--- config.mk ---
export PLATFORM = sky130hd
export DESIGN_NAME = ovf_timer
export DESIGN_NICKNAME = d
export VERILOG_FILES = /design/src/rtl/ovf_timer_pkg.sv /design/src/rtl/ovf_timer_post.sv /design/src/rtl/ovf_timer_core.sv /design/src/rtl/ovf_timer_irq.sv /design/src/rtl/ovf_timer.sv
export SDC_FILE = /design/constraint.sdc
export NUM_CORES = 1
export LEC_CHECK = 0
export BUFFER_PORTS_ARGS = -buffer_cell sky130_fd_sc_hd__buf_2
export CORE_MARGIN = 2
export CORE_UTILIZATION = 35
export DETAILED_ROUTE_END_ITERATION = 8
export GPL_TIMING_DRIVEN = 0
export PLACE_DENSITY = 0.64
export SLEW_MARGIN = 20
export SYNTH_ARGS = -nofsm -noshare
export SYNTH_HDL_FRONTEND = slang
export SYNTH_SLANG_ARGS = --single-unit
--- constraint.sdc ---
create_clock -name clk_i -period 2.8 [get_ports clk_i]
set_clock_uncertainty 0.05 [all_clocks]
set_input_delay 0.14 -clock clk_i [delete_from_list [all_inputs] [get_ports clk_i]]
set_output_delay 0.14 -clock clk_i [all_outputs]
set_load 0.02 [all_outputs]
--- src/rtl/ovf_timer_pkg.sv ---
package ovf_timer_pkg;
  typedef struct packed {
    logic start;
    logic autoreload;
    logic reload;
  } ctrl_t;
  localparam int CTRL_W = $bits(ctrl_t);
endpackage

--- src/rtl/ovf_timer_post.sv ---
// Write tracker: immediate or posted with a fixed resync latency.
module ovf_timer_post #(
  parameter int W   = 32,
  parameter int LAT = 3
) (
  input  logic         clk_i,
  input  logic         rst_ni,
  input  logic         posted_i,
  input  logic         we_i,
  input  logic [W-1:0] data_i,
  output logic         apply_o,
  output logic [W-1:0] data_o,
  output logic         pend_o
);
  localparam int CW = $clog2(LAT + 1);

  logic          pend_q;
  logic [CW-1:0] cnt_q;
  logic [W-1:0]  shad_q;
  logic          take;
  logic          drain;

  assign take  = we_i && !pend_q;
  assign drain = pend_q && (cnt_q == CW'(1));

  always_ff @(posedge clk_i or negedge rst_ni) begin
    if (!rst_ni) begin
      pend_q <= 1'b0;
      cnt_q  <= '0;
      shad_q <= '0;
    end else if (take && posted_i) begin
      pend_q <= 1'b1;
      cnt_q  <= CW'(LAT);
      shad_q <= data_i;
    end else if (pend_q) begin
      if (drain) pend_q <= 1'b0;
      else       cnt_q  <= cnt_q - CW'(1);
    end
  end

  assign apply_o = drain || (take && !posted_i);
  assign data_o  = drain ? shad_q : data_i;
  assign pend_o  = pend_q;
endmodule

--- src/rtl/ovf_timer_core.sv ---
module ovf_timer_core
  import ovf_timer_pkg::*;
#(
  parameter int WIDTH = 32
) (
  input  logic             clk_i,
  input  logic             rst_ni,
  input  logic             load_apply_i,
  input  logic [WIDTH-1:0] load_val_i,
  input  logic             ctrl_apply_i,
  input  ctrl_t            ctrl_i,
  output logic [WIDTH-1:0] count_o,
  output logic             running_o,
  output logic             autoreload_o,
  output logic             ovf_o
);
  localparam logic [WIDTH-1:0] CNT_MAX = '1;

  logic [WIDTH-1:0] count_q, load_q, eff_load;
  logic             run_q, ar_q, ovf;

  // a load applied this cycle is seen by a reload on the same cycle
  assign eff_load = load_apply_i ? load_val_i : load_q;
  assign ovf      = run_q && (count_q == CNT_MAX);

  always_ff @(posedge clk_i or negedge rst_ni) begin
    if (!rst_ni) begin
      load_q <= '0;
    end else if (load_apply_i) begin
      load_q <= load_val_i;
    end
  end

  always_ff @(posedge clk_i or negedge rst_ni) begin
    if (!rst_ni) begin
      count_q <= '0;
      run_q   <= 1'b0;
      ar_q    <= 1'b0;
    end else if (ctrl_apply_i) begin
      run_q <= ctrl_i.start;
      ar_q  <= ctrl_i.autoreload;
      if (ctrl_i.reload) count_q <= eff_load;
    end else if (ovf) begin
      if (ar_q) begin
        count_q <= eff_load;
      end else begin
        count_q <= '0;
        run_q   <= 1'b0;
      end
    end else if (run_q) begin
      count_q <= count_q + WIDTH'(1);
    end
  end

  assign count_o      = count_q;
  assign running_o    = run_q;
  assign autoreload_o = ar_q;
  assign ovf_o        = ovf;
endmodule

--- src/rtl/ovf_timer_irq.sv ---
module ovf_timer_irq (
  input  logic clk_i,
  input  logic rst_ni,
  input  logic ovf_i,
  input  logic clr_i,
  input  logic en_we_i,
  input  logic en_i,
  output logic status_o,
  output logic irq_o
);
  logic stat_q, en_q;

  always_ff @(posedge clk_i or negedge rst_ni) begin
    if (!rst_ni) begin
      stat_q <= 1'b0;
      en_q   <= 1'b0;
    end else begin
      if (ovf_i)      stat_q <= 1'b1;  // set wins over clear
      else if (clr_i) stat_q <= 1'b0;
      if (en_we_i)    en_q   <= en_i;
    end
  end

  assign status_o = stat_q;
  assign irq_o    = stat_q && en_q;
endmodule

--- src/rtl/ovf_timer.sv ---
module ovf_timer
  import ovf_timer_pkg::*;
#(
  parameter int WIDTH    = 32,
  parameter int SYNC_LAT = 3
) (
  input  logic             clk_i,
  input  logic             rst_ni,
  input  logic             posted_i,
  input  logic             load_we_i,
  input  logic [WIDTH-1:0] load_data_i,
  input  logic             ctrl_we_i,
  input  logic             ctrl_start_i,
  input  logic             ctrl_autoreload_i,
  input  logic             ctrl_reload_i,
  input  logic             irq_en_we_i,
  input  logic             irq_en_i,
  input  logic             stat_clr_i,
  output logic [WIDTH-1:0] count_o,
  output logic             running_o,
  output logic             ovf_status_o,
  output logic             irq_o,
  output logic             load_pend_o,
  output logic             ctrl_pend_o
);
  logic             load_apply, ctrl_apply, ovf, ar_state;
  logic [WIDTH-1:0] load_val;
  ctrl_t            ctrl_wr, ctrl_val;

  assign ctrl_wr = '{start: ctrl_start_i, autoreload: ctrl_autoreload_i, reload: ctrl_reload_i};

  ovf_timer_post #(.W(WIDTH), .LAT(SYNC_LAT)) u_load_post (
    .clk_i, .rst_ni, .posted_i,
    .we_i(load_we_i), .data_i(load_data_i),
    .apply_o(load_apply), .data_o(load_val), .pend_o(load_pend_o)
  );

  ovf_timer_post #(.W(CTRL_W), .LAT(SYNC_LAT)) u_ctrl_post (
    .clk_i, .rst_ni, .posted_i,
    .we_i(ctrl_we_i), .data_i(ctrl_wr),
    .apply_o(ctrl_apply), .data_o(ctrl_val), .pend_o(ctrl_pend_o)
  );

  ovf_timer_core #(.WIDTH(WIDTH)) u_core (
    .clk_i, .rst_ni,
    .load_apply_i(load_apply), .load_val_i(load_val),
    .ctrl_apply_i(ctrl_apply), .ctrl_i(ctrl_val),
    .count_o, .running_o, .autoreload_o(ar_state), .ovf_o(ovf)
  );

  ovf_timer_irq u_irq (
    .clk_i, .rst_ni,
    .ovf_i(ovf), .clr_i(stat_clr_i),
    .en_we_i(irq_en_we_i), .en_i(irq_en_i),
    .status_o(ovf_status_o), .irq_o
  );
endmodule

Word level (Yosys, flattened, before mapping)
Index checks and enable logic that the tools add are counted.
- bits in registers: 109
- latch bits: 0
- memory bits (writable): 0
- ROM bits: 0
- word-level logic and storage cells: 71
- memories kept: 0
- add/sub/neg operators: 3
- $mul: 0
- div/mod/pow operators: 0
- $lt $le $gt $ge: 0
- eq/ne operators: 7
- shift-type cells: 0
- multiplexer cells: 25
- bitwise logic cells: 0
- reduce and logical (&&, ||, !) cells: 24
- operators with widths (kind ; count):
    2-to-1 mux 32 bit ; 7
    adder 32 x 1 -> 32 bit, second input constant ; 1
    equality test 32 bit, second input constant ; 1
    2-to-1 mux 2 bit ; 6
    2-to-1 mux 1 bit ; 11
    logical AND 1 bit ; 10
    AND reduction 2 bit ; 4
    nonzero test 2 bit ; 4
    inequality test 2 bit, second input constant ; 3
    equality test 2 x 1 -> 1 bit, second input constant ; 2
    subtractor 2 x 1 -> 2 bit, second input constant ; 2
    logical NOT 1 bit ; 3
    2-to-1 mux 3 bit ; 1
    nonzero test 3 bit ; 1
    logical OR 1 bit ; 2
    inequality test 2 x 1 -> 1 bit, second input constant ; 1

Logic depth before layout (Yosys ltp)
- word-level depth: 8
- gate-level depth with buffers: 9
- mapped depth without buffers: 8

By module
A second synthesis with hierarchy kept.
- cells, all modules: 498
- area, all modules: 5948.2 um^2
- by module, submodules not included (module ; times used ; cells an instance ; area each (um^2) ; seq. area each (um^2)):
    ovf_timer_core ; 1 ; 346 ; 3647.2 ; 1651.6
    ovf_timer_post at u_load_post ; 1 ; 120 ; 1871.8 ; 875.8
    ovf_timer_post at u_ctrl_post ; 1 ; 26 ; 346.6 ; 150.1
    ovf_timer_irq ; 1 ; 6 ; 82.6 ; 50.0

Least setup slack after synthesis
Ideal clock, no wire load.
- path kind: flip-flop to flip-flop
- start point: reg u_core.count_q[0] (netlist: u_core.count_o[0])
- end point: reg u_core.count_q[13] (netlist: u_core.count_o[13])
- data arrival time: 2018 ps
- slack: 608 ps
- cell stages (with the launch flop): 10
- period minus slack after synthesis: 2192 ps
- cell sequence: dfrtp_1 > ha_1 > and3_1 > and4_1 > buf_4 > a41o_1 > buf_6 > buf_4 > a32oi_1 > nand2_1
- longest elaborated chain between the ends: 4
- elaborated cells between the ends (all ways): 8
- classes of those cells: 1 x add/sub; 1 x eq/ne; 3 x mux; 3 x reduce/logical
- RTL lines (element ; line ; text):
    start: declaration ; ovf_timer_core.sv:19 ; logic [WIDTH-1:0] count_q, load_q, eff_load;
    start signal: assignment ; ovf_timer_core.sv:42 ; if (ctrl_i.reload) count_q <= eff_load;
    start signal: assignment ; ovf_timer_core.sv:45 ; count_q <= eff_load;
    start signal: assignment ; ovf_timer_core.sv:51 ; count_q <= count_q + WIDTH'(1);
    adder 32 x 1 -> 32 bit or equality test 32 bit (tied branches) ; ovf_timer_core.sv:51, ovf_timer_core.sv:24 ;
    2-to-1 mux 32 bit or logical AND 1 bit (tied branches) ; ovf_timer_core.sv:50, ovf_timer_core.sv:24 ;
    2-to-1 mux 32 bit or nonzero test 3 bit (tied branches) ; n/a ;
    2-to-1 mux 32 bit or AND reduction 2 bit (tied branches) ; n/a ;
Parallel ways exist; a longest one is shown, timed or not. The select of a mux whose other input is x is not followed.
A chain may end at the register's enable or synchronous reset.

Worst setup path after layout
- start point: reg u_ctrl_post.cnt_q[0]
- end point: reg u_core.count_q[25] (netlist: u_core.count_o[25])
- longest elaborated chain between the ends: 5
- elaborated cells between the ends (all ways): 8
- classes of those cells: 2 x eq/ne; 2 x mux; 4 x reduce/logical
- RTL lines (element ; line ; text):
    start: declaration ; ovf_timer_post.sv:18 ; logic [CW-1:0] cnt_q;
    start signal: assignment ; ovf_timer_post.sv:33 ; cnt_q <= CW'(LAT);
    start signal: assignment ; ovf_timer_post.sv:37 ; else cnt_q <= cnt_q - CW'(1);
    equality test 2 x 1 -> 1 bit (*) ; ovf_timer_post.sv:24 ; assign drain = pend_q && (cnt_q == CW'(1));
    logical AND 1 bit (*) ; ovf_timer_post.sv:24 ;
    2-to-1 mux 3 bit or logical OR 1 bit (tied branches) ; ovf_timer_post.sv:42, ovf_timer_post.sv:41 ;
    inequality test 2 x 1 -> 1 bit (no line) or nonzero test 3 bit (tied branches) ; n/a ;
    AND reduction 2 bit (no line) ; n/a ;
Mark *: on every way between the ends. The rest lies on a longest branch, timed or not.

==> impl_results.md <==
- Sink Count: 109
- Post-synth EDFFs: 0
- Setup TNS: 0 ps
- DRT antenna net count: 0
- Row cnt: 46
- CTS tree: built
- Top Ports: 80
- Syn Nets: 625
- Dominant cell type by area after synthesis: dfrtp_1
- Postcts setup bufs: 0
- Most common cell in the netlist: dfrtp_1
- Adder-cell share of the synthesized area: 0.665%
- Peak supply drop: 0.000588 V
- Hold Path Class: in -> reg
- Core box area: 0.0158 mm2
- CP endpoint kind: flip-flop
- First-pass GRT wire length: 27700 um
- Period utilization: 90.1%
- Total GRT Usage: 21.2%
- Final wirelength: 17200 um
- Largest family of logic cells by synthesized area: simple AND/OR/NAND/NOR gates
- Vias in the first global route: 5253
- Synthesis warning total: 0
- Max cap viols: 0
- NetSw: 0.00335 W
- Initial Util: 35.7%
- Clock Tree Buf Depth: 2
- Die footprint: 0.0172 mm2
- Layout area overhead: 24.6%
- DIE HEIGHT: 131 um
- Normalized max-slew margin: 45.0%
- CTS root buf: clkbuf_16
- Synth top area share: 48.3%
- # DRC: 0
- #FFs+latches synth: 109
- Share of layout cells above drive strength 1: 23.7%
- Min Hold Slack: 26.4 ps
- Power density of the placed cells: 1090 mW/mm2
- # hold bufs at CTS: 38
- RD Place Congestion: 0.917
- Via density: 5.54
- Depth of the CTS H-tree: 3
- Main synth FF type: dfrtp_1
- # setup viols final: 0
- Synth unique cells: 68
- Resized Gates After CTS: 0
- Final min period: 2520 ps
- Async S/R FF share, synth: 100%
- Internal Pwr Total: 0.00435 W
- Synth Area in Compound Gates: 15.2%
- Post-synth top cells: 109 x dfrtp_1, 102 x nand2_1, 44 x nor2_1
- Mapped cell area: 0.00565 mm2
- Post-synthesis mux area share: 7.53%
- Worst Path Required: 3020 ps
- CTS buffer count: 9
- Post-DP HPWL: 12500 um
- Count of pins over their slew limit: 0
- Sw frac: 43.5%
- Antenna violations before repair: 0
- Outcome: finished clean
- Static Leak: 2.97 nW
- I/O Buffers: 79
- Clk_lat worst skew: 370 ps
- Fmax: 396 MHz
- Worst-margin pin slew: 817 ps
- Wirelength per Cell: 18.5 um
- Clk network pwr share: 17.6%
- Post-Syn Area per Cell: 9.75 um2
- Crit Path Class: reg -> reg
- RSZ-0062 raised after global routing: false
- Total Nets Final: 754
- Worst Setup Start Kind: flip-flop
- Top cells by area, synth: dfrtp_1 48%, mux2_2 7.2%, nand2_1 6.8%
- Drt pass-1 iters: 5
- Grt ovf: 0
- Total number of vias: 5148
- Largest net degree at the start of global routing: 59
- Synth Area in XOR/XNOR: 0.465%
- Combinational power share: 43.7%
- Register area share after synthesis: 48.3%
- Post-Synth Simple-Gate Area: 23.8%
- Number of inserted diodes: 0
- Fin. Hold Viols: 0
- Iteration-0 DRC count of the detailed router: 324
- Die X: 131 um
- Seq pwr share: 38.7%
- Crit Path Max Fanout: 10
- Arrival time at the worst endpoint: 2740 ps
- Clock-pin slew on the worst setup and hold paths: 80 ps
- Cells after synthesis: 579
## metal layers
layer  routed length (um)  track usage (%)  share of wire [%]  vias to the layer above
met3                 1000             5.33                5.8                       29
li1                     -                -                  -                     2382
met2                 8200             34.8                 48                      171
met4                  488             6.88                2.8                        0
met5                    0                0                  0                        -
met1                 7520             27.4                 44                     2566
## power by group through the flow
stage / sequential [W] / clock (W) / combinational (W)
final: 0.00297 / 0.00136 / 0.00336
after global routing: 0.00308 / 0.00145 / 0.00369
after CTS: 0.00296 / 0.00139 / 0.00336
after detailed placement: 0.00299 / 0 / 0.00330
after global placement: 0.00295 / 0 / 0.00321
after floorplan: 0.00309 / 0 / 0.00202
## path summary, 6_finish.rpt
path	start	end	slack, ps	depth (start not counted)
worst min register to register	u_ctrl_post.shad_q[2]$_DFFE_PN0P_	u_core.running_o$_DFFE_PN0P_	450	2
worst max-delay path	u_ctrl_post.cnt_q[0]$_DFFE_PN0P_	u_core.count_o[25]$_DFFE_PN0P_	280	7
worst max register to register	u_ctrl_post.cnt_q[0]$_DFFE_PN0P_	u_core.count_o[25]$_DFFE_PN0P_	280	7
min in group asynchronous	rst_ni	u_core.count_o[24]$_DFFE_PN0P_	240	2
worst min-delay path	load_data_i[24]	u_load_post.shad_q[24]$_DFFE_PN0P_	30	2
max in group asynchronous	rst_ni	u_load_post.shad_q[4]$_DFFE_PN0P_	1790	3
## stage by stage
step           total power [W]  area (um2)  worst slack (ps)  util, %  cells
6_report               0.00769        7040               276     44.5    929
5_1_grt                0.00821        7040               120     44.5    929
4_1_cts                0.00771        7040               300     44.5    929
3_5_place_dp           0.00629        6350               315     40.1    875
3_3_place_gp           0.00616        6310               283     39.9    874
2_1_floorplan          0.00511        5650               608        -    579
## registers in the layout (all words and copies together), names as in the netlist
register / cells
u_load_post.pend_o: 1
u_core.autoreload_o: 1
u_ctrl_post.cnt_q: 2
u_core.running_o: 1
u_load_post.shad_q: 32
u_load_post.cnt_q: 2
u_irq.status_o: 1
u_ctrl_post.shad_q: 3
u_core.count_o: 32
u_ctrl_post.pend_o: 1
u_irq.en_q: 1
u_core.load_q: 32
## final cells by class
type                       instances  area (um2)
clock inverter                     6        78.8
timing repair buffer             118         810
tap                              216         270
buffer                            31         170
multi-input combinational        423        2690
fill                            1560        8790
inverter                          16        60.1
sequential                       109        2730
clock buffer                      10         229
## worst max-delay path, stage by stage (launching register included)
cell	delay [ps]
dfrtp_1	410
ha_1	300
and2_4	220
a32o_1	270
nor2_1	290
clkbuf_1	510
a211oi_1	150
a211oi_1	230
## cells in the final DEF, fill, tap and decap left out, types with 5 or more instances in the layout
cell	n
dlygate4sd3_1	38
a211oi_1	7
clkbuf_16	9
a32oi_1	5
o21ai_0	14
dfrtp_1	109
buf_2	94
and3_1	9
nand2_1	102
inv_1	15
o311ai_1	8
a21oi_1	18
and2_1	8
clkbuf_1	10
or3_1	8
mux2_2	36
nor2_1	44
o211ai_1	12
nor3_1	8
nand4_1	14
a31oi_1	30
nand3_1	22
## cells by family (layout without fill, tap and decap cells)
| family | Yosys count | count (layout) |
|---|---|---|
| mux | 38 | 38 |
| buf+inv | 47 | 181 |
| simple gates | 259 | 259 |
| flops | 109 | 109 |
| compound gates | 120 | 120 |
| xor+xnor | 3 | 3 |
| fa+ha+maj | 3 | 3 |
Note: power is estimated with default switching activity, not from simulation.
